<file path="src/rtl/tps_pkg.sv">
package tps_pkg;

  // twelve pulses per machine cycle
  localparam int unsigned TP_COUNT = 12;
  localparam int unsigned TP_W     = $clog2(TP_COUNT);
  localparam logic [TP_W-1:0] TP_LAST = TP_W'(TP_COUNT - 1);

  // fetch pulses inside a program-time cycle; execution starts at TP_LOAD
  localparam logic [TP_W-1:0] TP_ADDR_CLR = TP_W'(0);
  localparam logic [TP_W-1:0] TP_READ     = TP_W'(1);
  localparam logic [TP_W-1:0] TP_REG_CLR  = TP_W'(6);
  localparam logic [TP_W-1:0] TP_LOAD     = TP_W'(7);

  typedef enum logic [1:0] {
    CYC_PT  = 2'd0,
    CYC_OTA = 2'd1,
    CYC_OTB = 2'd2,
    CYC_BRK = 2'd3
  } cyc_e;

  typedef struct packed {
    logic addr_clr;
    logic read;
    logic reg_clr;
    logic load;
  } fetch_cmd_t;

endpackage

</file>
<file path="src/rtl/tps_pulse_ring.sv">
module tps_pulse_ring
  import tps_pkg::*;
(
  input  logic            clk,
  input  logic            rst_n,
  input  logic            step_i,
  output logic [TP_W-1:0] tp_o,
  output logic            wrap_o
);

  logic [TP_W-1:0] tp_q;

  always_ff @(posedge clk or negedge rst_n) begin
    if (!rst_n)      tp_q <= '0;
    else if (step_i) tp_q <= (tp_q == TP_LAST) ? '0 : tp_q + TP_W'(1);
  end

  assign tp_o   = tp_q;
  assign wrap_o = step_i && (tp_q == TP_LAST);


  tp_range_chk: assert property (@(posedge clk) disable iff (!rst_n)
    tp_q <= TP_LAST);


  tp_advance_chk: assert property (@(posedge clk) disable iff (!rst_n)
    (step_i && tp_q != TP_LAST) |=> tp_q == $past(tp_q) + TP_W'(1));


  tp_hold_chk: assert property (@(posedge clk) disable iff (!rst_n)
    !step_i |=> $stable(tp_q));

endmodule

</file>
<file path="src/rtl/tps_pause_timer.sv">
module tps_pause_timer #(
  parameter int unsigned MUL_N = 32,
  parameter int unsigned DIV_N = 104
) (
  input  logic clk,
  input  logic rst_n,
  input  logic req_i,
  input  logic div_i,
  input  logic allow_i,
  output logic live_o,
  output logic step_o
);

  localparam int unsigned MAX_N = (DIV_N > MUL_N) ? DIV_N : MUL_N;
  localparam int unsigned CW    = $clog2(MAX_N + 1);

  logic [CW-1:0] cnt_q;
  logic          idle;
  logic          accept;

  assign idle   = (cnt_q == '0);
  assign accept = idle && req_i && allow_i;

  always_ff @(posedge clk or negedge rst_n) begin
    if (!rst_n)      cnt_q <= '0;
    else if (accept) cnt_q <= div_i ? CW'(DIV_N) : CW'(MUL_N);
    else if (!idle)  cnt_q <= cnt_q - CW'(1);
  end

  assign live_o = idle;
  // the pulse counter steps on a free live clock, or on the last hidden clock
  assign step_o = (idle && !accept) || (cnt_q == CW'(1));


  pause_countdown_chk: assert property (@(posedge clk) disable iff (!rst_n)
    (cnt_q > CW'(1)) |=> cnt_q == $past(cnt_q) - CW'(1));


  pause_enter_chk: assert property (@(posedge clk) disable iff (!rst_n)
    (live_o && !step_o) |=> !live_o);

endmodule

</file>
<file path="src/rtl/tps_cycle_seq.sv">
module tps_cycle_seq
  import tps_pkg::*;
(
  input  logic       clk,
  input  logic       rst_n,
  input  logic       wrap_i,
  input  logic [1:0] len_i,
  input  logic       brk_req_i,
  output cyc_e       cyc_o
);

  cyc_e       cyc_q;
  cyc_e       resume_q;
  cyc_e       next_norm;
  logic [1:0] len_q;

  always_comb begin
    unique case (cyc_q)
      CYC_PT:  next_norm = (len_i >= 2'd2) ? CYC_OTA : CYC_PT;
      CYC_OTA: next_norm = (len_q == 2'd3) ? CYC_OTB : CYC_PT;
      CYC_OTB: next_norm = CYC_PT;
      default: next_norm = resume_q;
    endcase
  end

  always_ff @(posedge clk or negedge rst_n) begin
    if (!rst_n) begin
      cyc_q    <= CYC_PT;
      resume_q <= CYC_PT;
      len_q    <= 2'd1;
    end else if (wrap_i) begin
      if (cyc_q == CYC_PT) len_q <= len_i;
      if (brk_req_i) begin
        cyc_q    <= CYC_BRK;
        resume_q <= next_norm;
      end else begin
        cyc_q    <= next_norm;
      end
    end
  end

  assign cyc_o = cyc_q;


  cyc_hold_chk: assert property (@(posedge clk) disable iff (!rst_n)
    !wrap_i |=> $stable(cyc_q));


  otb_len_chk: assert property (@(posedge clk) disable iff (!rst_n)
    (cyc_q == CYC_OTB) |-> (len_q == 2'd3));


  brk_single_chk: assert property (@(posedge clk) disable iff (!rst_n)
    (wrap_i && cyc_q == CYC_BRK && !brk_req_i) |=> cyc_q != CYC_BRK);

endmodule

</file>
<file path="src/rtl/tps_fetch_regs.sv">
module tps_fetch_regs
  import tps_pkg::*;
#(
  parameter int unsigned AW = 16,
  parameter int unsigned DW = 32
) (
  input  logic          clk,
  input  logic          rst_n,
  input  fetch_cmd_t    cmd_i,
  input  logic          rvalid_i,
  input  logic [DW-1:0] rdata_i,
  output logic [AW-1:0] pc_o,
  output logic [AW-1:0] mar_o,
  output logic [DW/2-1:0] op_o,
  output logic [DW/2-1:0] oa_o
);

  localparam int unsigned HW = DW / 2;

  logic [AW-1:0] pc_q;
  logic [AW-1:0] mar_q;
  logic [DW-1:0] mbr_q;
  logic [HW-1:0] op_q;
  logic [HW-1:0] oa_q;

  // read buffer: cleared when the read starts, a flagged word overrides
  always_ff @(posedge clk or negedge rst_n) begin
    if (!rst_n)          mbr_q <= '0;
    else if (rvalid_i)   mbr_q <= rdata_i;
    else if (cmd_i.read) mbr_q <= '0;
  end

  always_ff @(posedge clk or negedge rst_n) begin
    if (!rst_n)              mar_q <= '0;
    else if (cmd_i.addr_clr) mar_q <= '0;
    else if (cmd_i.read)     mar_q <= pc_q;
  end

  always_ff @(posedge clk or negedge rst_n) begin
    if (!rst_n) begin
      op_q <= '0;
      oa_q <= '0;
    end else if (cmd_i.reg_clr) begin
      op_q <= '0;
      oa_q <= '0;
    end else if (cmd_i.load) begin
      op_q <= mbr_q[DW-1:HW];
      oa_q <= mbr_q[HW-1:0];
    end
  end

  // counter wraps naturally at the top of its range
  always_ff @(posedge clk or negedge rst_n) begin
    if (!rst_n)          pc_q <= '0;
    else if (cmd_i.load) pc_q <= pc_q + AW'(1);
  end

  assign pc_o  = pc_q;
  assign mar_o = mar_q;
  assign op_o  = op_q;
  assign oa_o  = oa_q;


  pc_step_chk: assert property (@(posedge clk) disable iff (!rst_n)
    cmd_i.load |=> pc_q == $past(pc_q) + AW'(1));


  pc_hold_chk: assert property (@(posedge clk) disable iff (!rst_n)
    !cmd_i.load |=> $stable(pc_q));


  reg_clear_chk: assert property (@(posedge clk) disable iff (!rst_n)
    cmd_i.reg_clr |=> (op_q == '0) && (oa_q == '0));


  mar_follow_chk: assert property (@(posedge clk) disable iff (!rst_n)
    cmd_i.read |=> mar_q == $past(pc_q));

endmodule

</file>
<file path="src/rtl/pulse_cycle_ctrl.sv">
module pulse_cycle_ctrl
  import tps_pkg::*;
#(
  parameter int unsigned AW        = 16,
  parameter int unsigned DW        = 32,
  parameter int unsigned MUL_PAUSE = 32,
  parameter int unsigned DIV_PAUSE = 104
) (
  input  logic            clk,
  input  logic            rst_n,
  input  logic [1:0]      ext_len_i,
  input  logic            pause_req_i,
  input  logic            pause_div_i,
  input  logic            brk_req_i,
  input  logic            mem_rvalid_i,
  input  logic [DW-1:0]   mem_rdata_i,
  output logic            mem_rd_o,
  output logic [AW-1:0]   mem_addr_o,
  output logic [TP_W-1:0] tp_o,
  output logic            tp_valid_o,
  output logic [1:0]      cyc_o,
  output logic            mar_clr_o,
  output logic            reg_clr_o,
  output logic            load_o,
  output logic [AW-1:0]   pc_o,
  output logic [AW-1:0]   mar_o,
  output logic [DW/2-1:0] op_o,
  output logic [DW/2-1:0] oa_o
);

  logic            live;
  logic            step;
  logic            wrap;
  logic [TP_W-1:0] tp;
  cyc_e            cyc;
  logic            fetch_en;
  fetch_cmd_t      cmd;

  tps_pause_timer #(
    .MUL_N (MUL_PAUSE),
    .DIV_N (DIV_PAUSE)
  ) i_pause (
    .clk     (clk),
    .rst_n   (rst_n),
    .req_i   (pause_req_i),
    .div_i   (pause_div_i),
    .allow_i (cyc != CYC_BRK),
    .live_o  (live),
    .step_o  (step)
  );

  tps_pulse_ring i_ring (
    .clk    (clk),
    .rst_n  (rst_n),
    .step_i (step),
    .tp_o   (tp),
    .wrap_o (wrap)
  );

  tps_cycle_seq i_seq (
    .clk       (clk),
    .rst_n     (rst_n),
    .wrap_i    (wrap),
    .len_i     (ext_len_i),
    .brk_req_i (brk_req_i),
    .cyc_o     (cyc)
  );

  // fetch commands decode only on live program-time pulses
  assign fetch_en = live && (cyc == CYC_PT);

  always_comb begin
    cmd          = '0;
    cmd.addr_clr = fetch_en && (tp == TP_ADDR_CLR);
    cmd.read     = fetch_en && (tp == TP_READ);
    cmd.reg_clr  = fetch_en && (tp == TP_REG_CLR);
    cmd.load     = fetch_en && (tp == TP_LOAD);
  end

  tps_fetch_regs #(
    .AW (AW),
    .DW (DW)
  ) i_regs (
    .clk      (clk),
    .rst_n    (rst_n),
    .cmd_i    (cmd),
    .rvalid_i (mem_rvalid_i),
    .rdata_i  (mem_rdata_i),
    .pc_o     (pc_o),
    .mar_o    (mar_o),
    .op_o     (op_o),
    .oa_o     (oa_o)
  );

  assign mem_rd_o   = cmd.read;
  assign mem_addr_o = pc_o;
  assign tp_o       = tp;
  assign tp_valid_o = live;
  assign cyc_o      = cyc;
  assign mar_clr_o  = cmd.addr_clr;
  assign reg_clr_o  = cmd.reg_clr;
  assign load_o     = cmd.load;


  cmd_onehot_chk: assert property (@(posedge clk) disable iff (!rst_n)
    $onehot0(cmd));


  cmd_pt_only_chk: assert property (@(posedge clk) disable iff (!rst_n)
    (cmd != '0) |-> (cyc_o == 2'd0));


  pause_quiet_chk: assert property (@(posedge clk) disable iff (!rst_n)
    !tp_valid_o |-> (cmd == '0));


  brk_no_pause_chk: assert property (@(posedge clk) disable iff (!rst_n)
    (tp_valid_o && cyc_o == 2'd3) |=> tp_valid_o);

endmodule

</file>
<file path="config.mk">
export PLATFORM = sky130hd
export DESIGN_NAME = pulse_cycle_ctrl
export DESIGN_NICKNAME = d
export VERILOG_FILES = /design/src/rtl/tps_pkg.sv /design/src/rtl/tps_pulse_ring.sv /design/src/rtl/tps_pause_timer.sv /design/src/rtl/tps_cycle_seq.sv /design/src/rtl/tps_fetch_regs.sv /design/src/rtl/pulse_cycle_ctrl.sv
export SDC_FILE = /design/constraint.sdc
export NUM_CORES = 1
export LEC_CHECK = 0
export ABC_CLOCK_PERIOD_IN_PS = 6250
export BUFFER_PORTS_ARGS = -buffer_cell sky130_fd_sc_hd__buf_2
export CAP_MARGIN = 0
export CORE_MARGIN = 3
export CORE_UTILIZATION = 59
export CTS_BUF_LIST = sky130_fd_sc_hd__clkbuf_4
export DETAILED_ROUTE_END_ITERATION = 6
export GPL_ROUTABILITY_DRIVEN = 0
export GPL_TIMING_DRIVEN = 0
export PLACE_DENSITY = 0.95
export REMOVE_ABC_BUFFERS = 1
export SLEW_MARGIN = 15
export SYNTH_ARGS = -nofsm -noshare
export SYNTH_HDL_FRONTEND = slang
export SYNTH_SLANG_ARGS = --single-unit
</file>
<file path="constraint.sdc">
create_clock -name clk -period 6.25 [get_ports clk]
set_input_delay 1.25 -clock clk [delete_from_list [all_inputs] [get_ports clk]]
set_output_delay 1.25 -clock clk [all_outputs]
set_load 0.1 [all_outputs]
</file>
==> impl_results.html, run 1 <==
<table>
<tr><th>Metric</th><th>Value</th></tr>
<tr><th colspan="2">Routing</th></tr>
<tr><td>Detailed Route Iter0 Violations</td><td>approximately 230</td></tr>
<tr><td>Via count of the routed design</td><td>a little over 4k</td></tr>
<tr><td>Post-detailed-route DRC marker count</td><td>0</td></tr>
<tr><td>Vias per inst</td><td>about 5.6</td></tr>
<tr><td>Final Routed Wirelength</td><td>approximately 11 mm</td></tr>
<tr><td>Count of nets left with antenna violations after detail routing</td><td>0</td></tr>
<tr><td>Post-DR wirelength/cell</td><td>about 16 um</td></tr>
<tr><td>First-pass DRT Iterations</td><td>5</td></tr>
<tr><th colspan="2">Logic synthesis</th></tr>
<tr><td>Combined area of all synthesized cells</td><td>approximately 0.005 mm^2</td></tr>
<tr><td>Area fraction of the dominant cell type after synthesis</td><td>0.5579</td></tr>
<tr><td>Cell type with the largest total area after synthesis</td><td>sky130_fd_sc_hd__dfrtp_1</td></tr>
<tr><td>Yosys reg bits</td><td>around 110</td></tr>
<tr><td>Main flop type after synthesis</td><td>sky130_fd_sc_hd__dfrtp_1</td></tr>
<tr><td>Instance count of the mapped netlist</td><td>around 500</td></tr>
<tr><td>Post-synthesis async set-or-reset flop share</td><td>1.000</td></tr>
<tr><td>Sequential area share after synthesis</td><td>0.5631</td></tr>
<tr><td>Mean area per synthesized cell</td><td>a little under 10 um^2</td></tr>
<tr><td>Number of warning messages in the yosys log</td><td>0</td></tr>
<tr><td>Dominant cells by area after synthesis</td><td>sky130_fd_sc_hd__dfrtp_1 56%, sky130_fd_sc_hd__nand2_1 11%, sky130_fd_sc_hd__a21oi_1 3.6%, sky130_fd_sc_hd__o21ai_0 3.5%, sky130_fd_sc_hd__a22o_1 2.8%</td></tr>
<tr><td>Post-synth EDFFs</td><td>0</td></tr>
<tr><td>Distinct cells, synth</td><td>46</td></tr>
<tr><th colspan="2">Place</th></tr>
<tr><td>Dpl ws</td><td>around 2800 ps</td></tr>
<tr><td>Post-detail-place hpwl</td><td>~8 mm</td></tr>
<tr><td>Port Buf Inserts</td><td>130</td></tr>
<tr><th colspan="2">Power</th></tr>
<tr><td>Worst ir drop on vdd</td><td>approximately 0.15 mV</td></tr>
<tr><td>P per Cell Area</td><td>around 240 mW/mm^2</td></tr>
<tr><td>Leakage</td><td>3.218 nW</td></tr>
<tr><th colspan="2">Global route</th></tr>
<tr><td>Total global routing overflow</td><td>0</td></tr>
<tr><td>Global-route wire length before repair</td><td>~20 mm</td></tr>
<tr><td>Global-route usage over all layers</td><td>0.2518</td></tr>
<tr><td>Pin count of the biggest net entering global routing</td><td>65</td></tr>
<tr><td>Number of antenna violations at the first check in global routing</td><td>0</td></tr>
<tr><td>Vias in the first global route</td><td>~4.2k</td></tr>
<tr><th colspan="2">Worst setup path</th></tr>
<tr><td>Worst reg2reg path depth</td><td>6</td></tr>
<tr><td>Dominant delay contributor by cell family on the critical path</td><td>simple AND/OR/NAND/NOR gates</td></tr>
<tr><td>Delay of the slowest critical-path stage</td><td>between 500 and 600 ps</td></tr>
<tr><td>Crit path cell chain</td><td>inv_1, ha_1, nor4b_4, nand4_1, inv_1, buf_2</td></tr>
<tr><td>Crit Path Max Fanout</td><td>11</td></tr>
<tr><td>Arrival time of data at the critical path endpoint</td><td>roughly 2800 ps</td></tr>
<tr><td>Destination of the worst register-to-register timing path</td><td>i_regs.mar_o[0]</td></tr>
<tr><td>R2R Path Start</td><td>i_pause.cnt_q[0]</td></tr>
<tr><td>Critical path required time</td><td>roughly 5000 ps</td></tr>
<tr><td>Cell with the most instances on the worst path</td><td>sky130_fd_sc_hd__inv_1</td></tr>
<tr><td>Crit end category</td><td>output pin</td></tr>
<tr><td>Type of element launching the critical path</td><td>flop</td></tr>
<tr><td>Register-to-register setup slack</td><td>roughly 3200 ps</td></tr>
<tr><td>Count of buffering cells on the critical path with inverters included</td><td>3</td></tr>
<tr><td>Critical Path Slowest Stage Cell</td><td>sky130_fd_sc_hd__nand4_1</td></tr>
<tr><td>Kind of critical path</td><td>reg2out</td></tr>
<tr><th colspan="2">STA</th></tr>
<tr><td>Final min period</td><td>roughly 4000 ps</td></tr>
<tr><td>FMAX</td><td>roughly 250 MHz</td></tr>
<tr><td># setup viols final</td><td>0</td></tr>
<tr><td>Max transition margin</td><td>0.2821</td></tr>
<tr><td>Number of hold violations in the final report</td><td>0</td></tr>
<tr><td>Least-Margin Pin Slew</td><td>roughly 1100 ps</td></tr>
<tr><td>Tcrit/Tclk final</td><td>0.6398</td></tr>
<tr><td>Slew Limit Fails</td><td>0</td></tr>
<tr><td>Sum of negative setup slack</td><td>0 ps</td></tr>
<tr><td>Skew final</td><td>15.21 ps</td></tr>
<tr><td>Hold_ws</td><td>slightly above 500 ps</td></tr>
<tr><td>Setup repair after global routing missed its margin</td><td>no</td></tr>
<tr><td>Worst path setup slack after routing</td><td>~2300 ps</td></tr>
<tr><th colspan="2">Outcome</th></tr>
<tr><td>Status</td><td>completed</td></tr>
<tr><th colspan="2">Cells and area</th></tr>
<tr><td>Area added between synthesis and finish</td><td>19.83%</td></tr>
<tr><td>Diodes inserted</td><td>0</td></tr>
<tr><td>Ratio of cells with drive above 1 in the final layout</td><td>0.2981</td></tr>
<tr><td>Nets</td><td>669</td></tr>
<tr><th colspan="2">Clock tree</th></tr>
<tr><td>Source-to-sink clock delay at the later pin of the worst-skew pair</td><td>roughly 500 ps</td></tr>
<tr><td>Buffers inserted during post-CTS setup optimization</td><td>0</td></tr>
<tr><td>Hold-fix buffer count after cts</td><td>0</td></tr>
<tr><td>H-tree depth</td><td>4</td></tr>
<tr><td>CTS Root Buffer Type</td><td>sky130_fd_sc_hd__clkbuf_4</td></tr>
<tr><td>Resize count post-CTS</td><td>0</td></tr>
<tr><td>Sink count of the clock tree</td><td>about 110</td></tr>
<tr><td>Clock transition at the registers of the reported paths</td><td>~110 ps</td></tr>
<tr><td>Worst-case clock buffer depth</td><td>2</td></tr>
<tr><td>CTS tree</td><td>built</td></tr>
<tr><td>CTS buffer count</td><td>17</td></tr>
<tr><th colspan="2">Floorplanning</th></tr>
<tr><td>Floorplan die area</td><td>a little under 0.01 mm^2</td></tr>
<tr><td>Total I/O pin count</td><td>131</td></tr>
<tr><td>Height of the chip</td><td>98.28 um</td></tr>
<tr><td>Die X-Extent</td><td>approximately 98 um</td></tr>
<tr><td>Initial Utilization</td><td>0.6083</td></tr>
<tr><td>Area inside the core boundary</td><td>0.008258 mm^2</td></tr>
<tr><td>Cell row count</td><td>33</td></tr>
<tr><th colspan="2">Hold path</th></tr>
<tr><td>Min-delay worst type</td><td>reg2reg</td></tr>
<tr><td>Endpoint of the worst hold-timing path</td><td>i_regs.mar_o[12]</td></tr>
<tr><td>Worst Min Path Start</td><td>i_regs.mar_o[12]</td></tr>
<tr><td>Worst hold path stage count</td><td>1</td></tr>
<tr><th colspan="2">Flow run</th></tr>
<tr><td>Maximum capacitance violations</td><td>0</td></tr>
</table>
==> cell families (layout without fill, tap and decap cells) <==
group / Yosys count / count (layout) / share of synthesized area
AND/OR/NAND/NOR: 208 / 208 / 0.1900
flip-flops: 113 / 113 / 0.5631
AO/OA/AOI/OAI: 104 / 104 / 0.1290
buffers and inverters: 53 / 178 / 0.05430
XOR/XNOR: 15 / 15 / 0.02615
adder cells (fa/ha/maj): 8 / 8 / 0.01993
multiplexers: 8 / 8 / 0.01743
==> worst max path at each step <==
| stage | cells after the start | end | startpoint | slack [ps] |
|---|---|---|---|---|
| floorplan | 3 | mem_rd_o | i_seq.cyc_o[0] | 2050 |
| global placement | 6 | mem_rd_o | i_pause.cnt_q[0] | 1970 |
| detailed placement | 6 | mem_rd_o | i_pause.cnt_q[0] | 2780 |
| CTS | 6 | mem_rd_o | i_pause.cnt_q[0] | 2200 |
| global route | 6 | mem_rd_o | i_pause.cnt_q[0] | 1940 |
| finish | 6 | mem_rd_o | i_pause.cnt_q[0] | 2250 |
==> synth_stat cells, types with 2 or more instances <==
cell and number:
sky130_fd_sc_hd__o21ai_0 35, sky130_fd_sc_hd__nand3_1 5, sky130_fd_sc_hd__inv_1 10, sky130_fd_sc_hd__ha_1 8, sky130_fd_sc_hd__a31oi_1 3, sky130_fd_sc_hd__and4_1 3, sky130_fd_sc_hd__dfrtp_1 112, sky130_fd_sc_hd__nor2_1 13
sky130_fd_sc_hd__a22o_1 16, sky130_fd_sc_hd__nor3_1 5, sky130_fd_sc_hd__a21oi_1 36, sky130_fd_sc_hd__xor2_1 3, sky130_fd_sc_hd__a21o_1 2, sky130_fd_sc_hd__nand2_1 147, sky130_fd_sc_hd__nor2b_1 2, sky130_fd_sc_hd__a41oi_1 2
sky130_fd_sc_hd__a31o_2 3, sky130_fd_sc_hd__and3_1 7, sky130_fd_sc_hd__nand4_1 11, sky130_fd_sc_hd__mux2_2 6, sky130_fd_sc_hd__nor4_1 2, sky130_fd_sc_hd__buf_2 2, sky130_fd_sc_hd__buf_4 17, sky130_fd_sc_hd__and2_1 4
sky130_fd_sc_hd__clkbuf_1 22, sky130_fd_sc_hd__mux2i_1 2, sky130_fd_sc_hd__xnor2_1 12
==> placed cells by master, fill, tap and decap left out, types with 2 or more instances in the layout <==
cell / netlist / final
sky130_fd_sc_hd__nand2_1: 147 / 147
sky130_fd_sc_hd__buf_2: 2 / 129
sky130_fd_sc_hd__dfrtp_1: 112 / 112
sky130_fd_sc_hd__a21oi_1: 36 / 36
sky130_fd_sc_hd__o21ai_0: 35 / 35
sky130_fd_sc_hd__clkbuf_4: 0 / 17
sky130_fd_sc_hd__a22o_1: 16 / 16
sky130_fd_sc_hd__nor2_1: 13 / 13
sky130_fd_sc_hd__xnor2_1: 12 / 12
sky130_fd_sc_hd__nand4_1: 11 / 11
sky130_fd_sc_hd__inv_1: 10 / 10
sky130_fd_sc_hd__ha_1: 8 / 8
sky130_fd_sc_hd__and3_1: 7 / 6
sky130_fd_sc_hd__mux2_2: 6 / 6
sky130_fd_sc_hd__nor3_1: 5 / 5
sky130_fd_sc_hd__nand3_1: 5 / 5
sky130_fd_sc_hd__and2_1: 4 / 4
sky130_fd_sc_hd__bufinv_16: 0 / 4
sky130_fd_sc_hd__inv_6: 0 / 4
sky130_fd_sc_hd__buf_6: 1 / 4
sky130_fd_sc_hd__xor2_1: 3 / 3
sky130_fd_sc_hd__a31o_2: 3 / 3
sky130_fd_sc_hd__a31oi_1: 3 / 3
sky130_fd_sc_hd__clkinv_4: 0 / 3
sky130_fd_sc_hd__nor2b_1: 2 / 2
sky130_fd_sc_hd__and4_1: 3 / 2
sky130_fd_sc_hd__nor4_1: 2 / 2
sky130_fd_sc_hd__mux2i_1: 2 / 2
sky130_fd_sc_hd__a41oi_1: 2 / 2
sky130_fd_sc_hd__a21o_1: 2 / 2
sky130_fd_sc_hd__clkinvlp_4: 0 / 2
sky130_fd_sc_hd__buf_16: 0 / 2
==> report_power, final <==
| part | internal [mW] | switching, mW |
|---|---|---|
| registers | 0.749 | 0.0100 |
| logic | 0.0204 | 0.0343 |
| clock network | 0.322 | 0.298 |
==> flip-flops by register name (all words and copies together) (netlist names) <==
name,cells
i_regs.mbr_q,32
i_pause.cnt_q,7
i_regs.pc_o,16
i_regs.mar_o,16
i_seq.len_q,2
i_regs.op_o,16
i_ring.tp_o,4
i_seq.cyc_o,2
i_seq.resume_q,2
i_regs.oa_o,16
==> per-layer routing <==
layer	routed length (um)	vias up	GRT usage
met3	894	22	0.07071
met1	4762	1991	0.3348
met5	0	-	0
li1	-	1932	-
met4	167	0	0.08824
met2	5673	177	0.4010
==> through the flow <==
step           utilization  area (um^2)  power, mW  instances
6_report            0.7289         6020      1.434        739
5_1_grt             0.7289         6020      1.496        739
4_1_cts             0.7285         6016      1.448        739
3_5_place_dp        0.6882         5683     0.8287        707
3_3_place_gp        0.6745         5570     0.8217        701
2_1_floorplan            -         4788     0.7879        466
==> final cells by class <==
class	instances	area (um^2)
flip-flops and latches	113	2829
fillers	594	2238
multi-input cells	343	1928
repair buffers	136	760.7
clock inverters	15	205.2
well taps	105	131.4
clock buffers	17	127.6
inverters	10	37.54
(Power assumes the default switching activity.)
==> run 2, diff against run 1 <==
--- a/config.mk
+++ b/config.mk
@@ -5,16 +5,16 @@
 export SDC_FILE = /design/constraint.sdc
 export NUM_CORES = 1
 export LEC_CHECK = 0
-export ABC_CLOCK_PERIOD_IN_PS = 6250
+export ABC_CLOCK_PERIOD_IN_PS = 3500
 export BUFFER_PORTS_ARGS = -buffer_cell sky130_fd_sc_hd__buf_2
 export CAP_MARGIN = 0
 export CORE_MARGIN = 3
-export CORE_UTILIZATION = 59
+export CORE_UTILIZATION = 49
 export CTS_BUF_LIST = sky130_fd_sc_hd__clkbuf_4
 export DETAILED_ROUTE_END_ITERATION = 6
 export GPL_ROUTABILITY_DRIVEN = 0
 export GPL_TIMING_DRIVEN = 0
-export PLACE_DENSITY = 0.95
+export PLACE_DENSITY = 0.85
 export REMOVE_ABC_BUFFERS = 1
 export SLEW_MARGIN = 15
 export SYNTH_ARGS = -nofsm -noshare
==> constraint.sdc (replaced) <==
create_clock -name clk -period 3.5 [get_ports clk]
set_input_delay 0.7 -clock clk [delete_from_list [all_inputs] [get_ports clk]]
set_output_delay 0.7 -clock clk [all_outputs]
set_load 0.1 [all_outputs]
==> run 2 against run 1 <==
  * Wire length shrank 0.23%
  * Clock skew grew 3.9 ps
  * Setup slack lost 2000 ps
  * Combinational power grew 79%
  * Largest cell class unchanged
  * Final area is essentially flat
  * Sequential share of layout area is essentially flat
  * Highest routed layer unchanged
  * Core utilization shrank 12 points
  * Critical endpoint unchanged
  * Sequential cell count is the same
==> impl_results.html, run 2 (synthesis results as in run 1) <==
<table>
<tr><th>Metric</th><th>Value</th></tr>
<tr><th colspan="2">Floorplanning</th></tr>
<tr><td>Total I/O pin count</td><td>131 (unchanged)</td></tr>
<tr><td>Area inside the core boundary</td><td>0.009864 mm^2 (+19%)</td></tr>
<tr><td>Cell row count</td><td>36 (+9.1%)</td></tr>
<tr><td>Initial Utilization</td><td>0.5093 (-0.09907)</td></tr>
<tr><td>Height of the chip</td><td>107.3 um (+9.1%)</td></tr>
<tr><td>Floorplan die area</td><td>0.01150 mm^2 (+19%)</td></tr>
<tr><td>Die X-Extent</td><td>107.3 um (+9.1%)</td></tr>
<tr><th colspan="2">Routing</th></tr>
<tr><td>Post-detailed-route DRC marker count</td><td>0 (unchanged)</td></tr>
<tr><td>Detailed Route Iter0 Violations</td><td>156 (-31%)</td></tr>
<tr><td>Post-DR wirelength/cell</td><td>14.92 um (-4.1%)</td></tr>
<tr><td>Vias per inst</td><td>5.313 (-4.7%)</td></tr>
<tr><td>First-pass DRT Iterations</td><td>4 (-1)</td></tr>
<tr><td>Count of nets left with antenna violations after detail routing</td><td>0 (unchanged)</td></tr>
<tr><td>Highest metal layer with signal wires</td><td>met4</td></tr>
<tr><td>Via count of the routed design</td><td>4,086 (-0.87%)</td></tr>
<tr><td>Met3 wire length</td><td>789 um (-12%)</td></tr>
<tr><td>Met1 wire length</td><td>5.031 mm (+5.6%)</td></tr>
<tr><td>Final Routed Wirelength</td><td>11.47 mm (-0.23%)</td></tr>
<tr><td>Detailed-routed wire length on met2</td><td>5.566 mm (-1.9%)</td></tr>
<tr><th colspan="2">STA</th></tr>
<tr><td>Skew final</td><td>19.09 ps (+3.882 ps)</td></tr>
<tr><td>Number of hold violations in the final report</td><td>0 (unchanged)</td></tr>
<tr><td>Hold_ws</td><td>408.9 ps (-97.45 ps)</td></tr>
<tr><td>Least-Margin Pin Slew</td><td>1160 ps (+87.61 ps)</td></tr>
<tr><td>Max transition margin</td><td>0.2212 (-0.06096)</td></tr>
<tr><td># setup viols final</td><td>0 (unchanged)</td></tr>
<tr><td>Final min period</td><td>roughly 3200 ps</td></tr>
<tr><td>FMAX</td><td>around 310 MHz</td></tr>
<tr><td>Sum of negative setup slack</td><td>0 ps (unchanged)</td></tr>
<tr><td>Setup repair after global routing missed its margin</td><td>no</td></tr>
<tr><td>Tcrit/Tclk final</td><td>0.9278</td></tr>
<tr><td>Slew Limit Fails</td><td>0 (unchanged)</td></tr>
<tr><th colspan="2">Worst setup path</th></tr>
<tr><td>Delay of the slowest critical-path stage</td><td>440 ps (-110 ps)</td></tr>
<tr><td>Type of element launching the critical path</td><td>flop</td></tr>
<tr><td>Dominant delay contributor by cell family on the critical path</td><td>buffers and inverters</td></tr>
<tr><td>Crit end category</td><td>output pin</td></tr>
<tr><td>Kind of critical path</td><td>reg2out</td></tr>
<tr><td>Cell with the most instances on the worst path</td><td>sky130_fd_sc_hd__inv_1</td></tr>
<tr><td>Critical Path Stages</td><td>7 (+1)</td></tr>
<tr><td>Count of buffering cells on the critical path with inverters included</td><td>4 (+1)</td></tr>
<tr><td>Critical path required time</td><td>2800 ps (-2200 ps)</td></tr>
<tr><td>Crit path cell chain</td><td>inv_1, ha_1, nor4b_4, nand4_1, buf_8, inv_1, buf_2</td></tr>
<tr><td>Crit Path Max Fanout</td><td>15 (+4)</td></tr>
<tr><td>Arrival time of data at the critical path endpoint</td><td>2550 ps (-200 ps)</td></tr>
<tr><td>Worst reg2reg path depth</td><td>7 (+1)</td></tr>
<tr><td>Critical Path Slowest Stage Cell</td><td>sky130_fd_sc_hd__dfrtp_1</td></tr>
<tr><th colspan="2">Power</th></tr>
<tr><td>Leakage</td><td>3.200 nW (-0.57%)</td></tr>
<tr><td>P per Cell Area</td><td>402.3 mW/mm^2 (+69%)</td></tr>
<tr><td>Worst ir drop on vdd</td><td>0.3527 mV (+140%)</td></tr>
<tr><td>Post-route total power</td><td>2.423 mW (+69%)</td></tr>
<tr><th colspan="2">Cells and area</th></tr>
<tr><td>Diodes inserted</td><td>0 (unchanged)</td></tr>
<tr><td>Most frequent cells in the layout</td><td>147 x sky130_fd_sc_hd__nand2_1, 129 x sky130_fd_sc_hd__buf_2, 112 x sky130_fd_sc_hd__dfrtp_1</td></tr>
<tr><td>Non-filler instance count after layout</td><td>769 (+4.1%)</td></tr>
<tr><td>Area added between synthesis and finish</td><td>19.90% (about the same)</td></tr>
<tr><td>Ratio of cells with drive above 1 in the final layout</td><td>0.2972 (-0.0009374)</td></tr>
<tr><td>Leading cell type in the layout, fill and taps excluded</td><td>sky130_fd_sc_hd__nand2_1</td></tr>
<tr><td>Most flop-heavy register</td><td>i_regs.mbr_q</td></tr>
<tr><td>Nets</td><td>671 (+0.30%)</td></tr>
<tr><td>Number of flip-flops in the largest register</td><td>32 (unchanged)</td></tr>
<tr><th colspan="2">Clock tree</th></tr>
<tr><td>Source-to-sink clock delay at the later pin of the worst-skew pair</td><td>490 ps (about the same)</td></tr>
<tr><td>CTS Root Buffer Type</td><td>sky130_fd_sc_hd__clkbuf_4</td></tr>
<tr><td>Clock transition at the registers of the reported paths</td><td>120 ps (about the same)</td></tr>
<tr><td>Sink count of the clock tree</td><td>113 (unchanged)</td></tr>
<tr><td>H-tree depth</td><td>4 (unchanged)</td></tr>
<tr><td>CTS tree</td><td>built</td></tr>
<tr><td>Worst-case clock buffer depth</td><td>2 (unchanged)</td></tr>
<tr><td>Resize count post-CTS</td><td>0 (unchanged)</td></tr>
<tr><td>CTS buffer count</td><td>17 (unchanged)</td></tr>
<tr><th colspan="2">Global route</th></tr>
<tr><td>Pin count of the biggest net entering global routing</td><td>88 (+35%)</td></tr>
<tr><td>Global-route wire length before repair</td><td>18.92 mm (-4.4%)</td></tr>
<tr><td>Total global routing overflow</td><td>0 (unchanged)</td></tr>
<tr><td>Global-route usage over all layers</td><td>0.2087 (-0.04306)</td></tr>
<tr><td>Vias in the first global route</td><td>3,877 (-6.7%)</td></tr>
<tr><td>Number of antenna violations at the first check in global routing</td><td>0 (unchanged)</td></tr>
<tr><th colspan="2">Outcome</th></tr>
<tr><td>Status</td><td>completed</td></tr>
<tr><th colspan="2">Hold path</th></tr>
<tr><td>Worst hold path stage count</td><td>3 (+2)</td></tr>
<tr><td>Min-delay worst type</td><td>in2reg</td></tr>
<tr><th colspan="2">Place</th></tr>
<tr><td>Post-detail-place hpwl</td><td>7.859 mm (-0.18%)</td></tr>
<tr><td>Cells after DPL</td><td>735 (+4.0%)</td></tr>
<tr><td>Port Buf Inserts</td><td>130 (unchanged)</td></tr>
<tr><th colspan="2">Flow run</th></tr>
<tr><td>Maximum capacitance violations</td><td>0 (unchanged)</td></tr>
</table>
## run 2: what timing repair did
action	CTS	global route
setup buffers	1	0
hold endpoints to repair	0	11
endpoints found under the setup margin	1	0
hold buffers	0	1
## run 2: layout make-up
type | count | area [um^2]
Inverter | 10 | 37.54
Sequential cell | 113 | 2829
Fill cell | 840 | 3841
Timing Repair Buffer | 138 | 782.0
Clock inverter | 15 | 156.4
Tap cell | 133 | 166.4
Clock buffer | 17 | 127.6
Multi-Input combinational cell | 343 | 1924
## run 2: final timing paths
check | from | endpoint | slack (ps)
worst max-delay path | i_pause.cnt_q[0] | mem_rd_o | 250
worst min-delay path | mem_rdata_i[21] | i_regs.mbr_q[21] | 410
worst max register to register | i_pause.cnt_q[0] | i_regs.mar_o[0] | 770
worst min register to register | i_regs.mar_o[15] | i_regs.mar_o[15] | 510
max in group asynchronous | rst_n | i_regs.pc_o[12] | 2140
min in group asynchronous | rst_n | i_regs.mbr_q[3] | 640
## run 2: report_power, final
group / switching [mW] / internal [mW]
registers: 0.0174 / 1.34
logic: 0.0608 / 0.0371
clock network: 0.540 / 0.430
total: 0.618 / 1.81
## run 2: worst register-to-register path, delay by kind of cell (launching register included)
kind / cells / cell delay (ps)
compound gates: 1 / 250
buf+inv: 2 / 310
simple gates: 3 / 1400
fa+ha+maj: 1 / 240
flops: 1 / 440
## run 2: metal layers
| metal | GRT usage | vias to the layer above |
|---|---|---|
| met5 | 0 | - |
| met2 | 0.3266 | 147 |
| met1 | 0.2783 | 1990 |
| met4 | 0.05205 | 0 |
| li1 | - | 1940 |
| met3 | 0.07499 | 9 |
## run 2: metrics by stage
stage            util  setup slack (ps)  cell area (um^2)
6_report       0.6106             252.8              6023
3_5_place_dp   0.5800             523.9              5722
5_1_grt        0.6106             4.392              6023
2_1_floorplan       -            -145.9              4788
4_1_cts        0.6096             221.1              6013
3_3_place_gp   0.5682            -592.3              5605
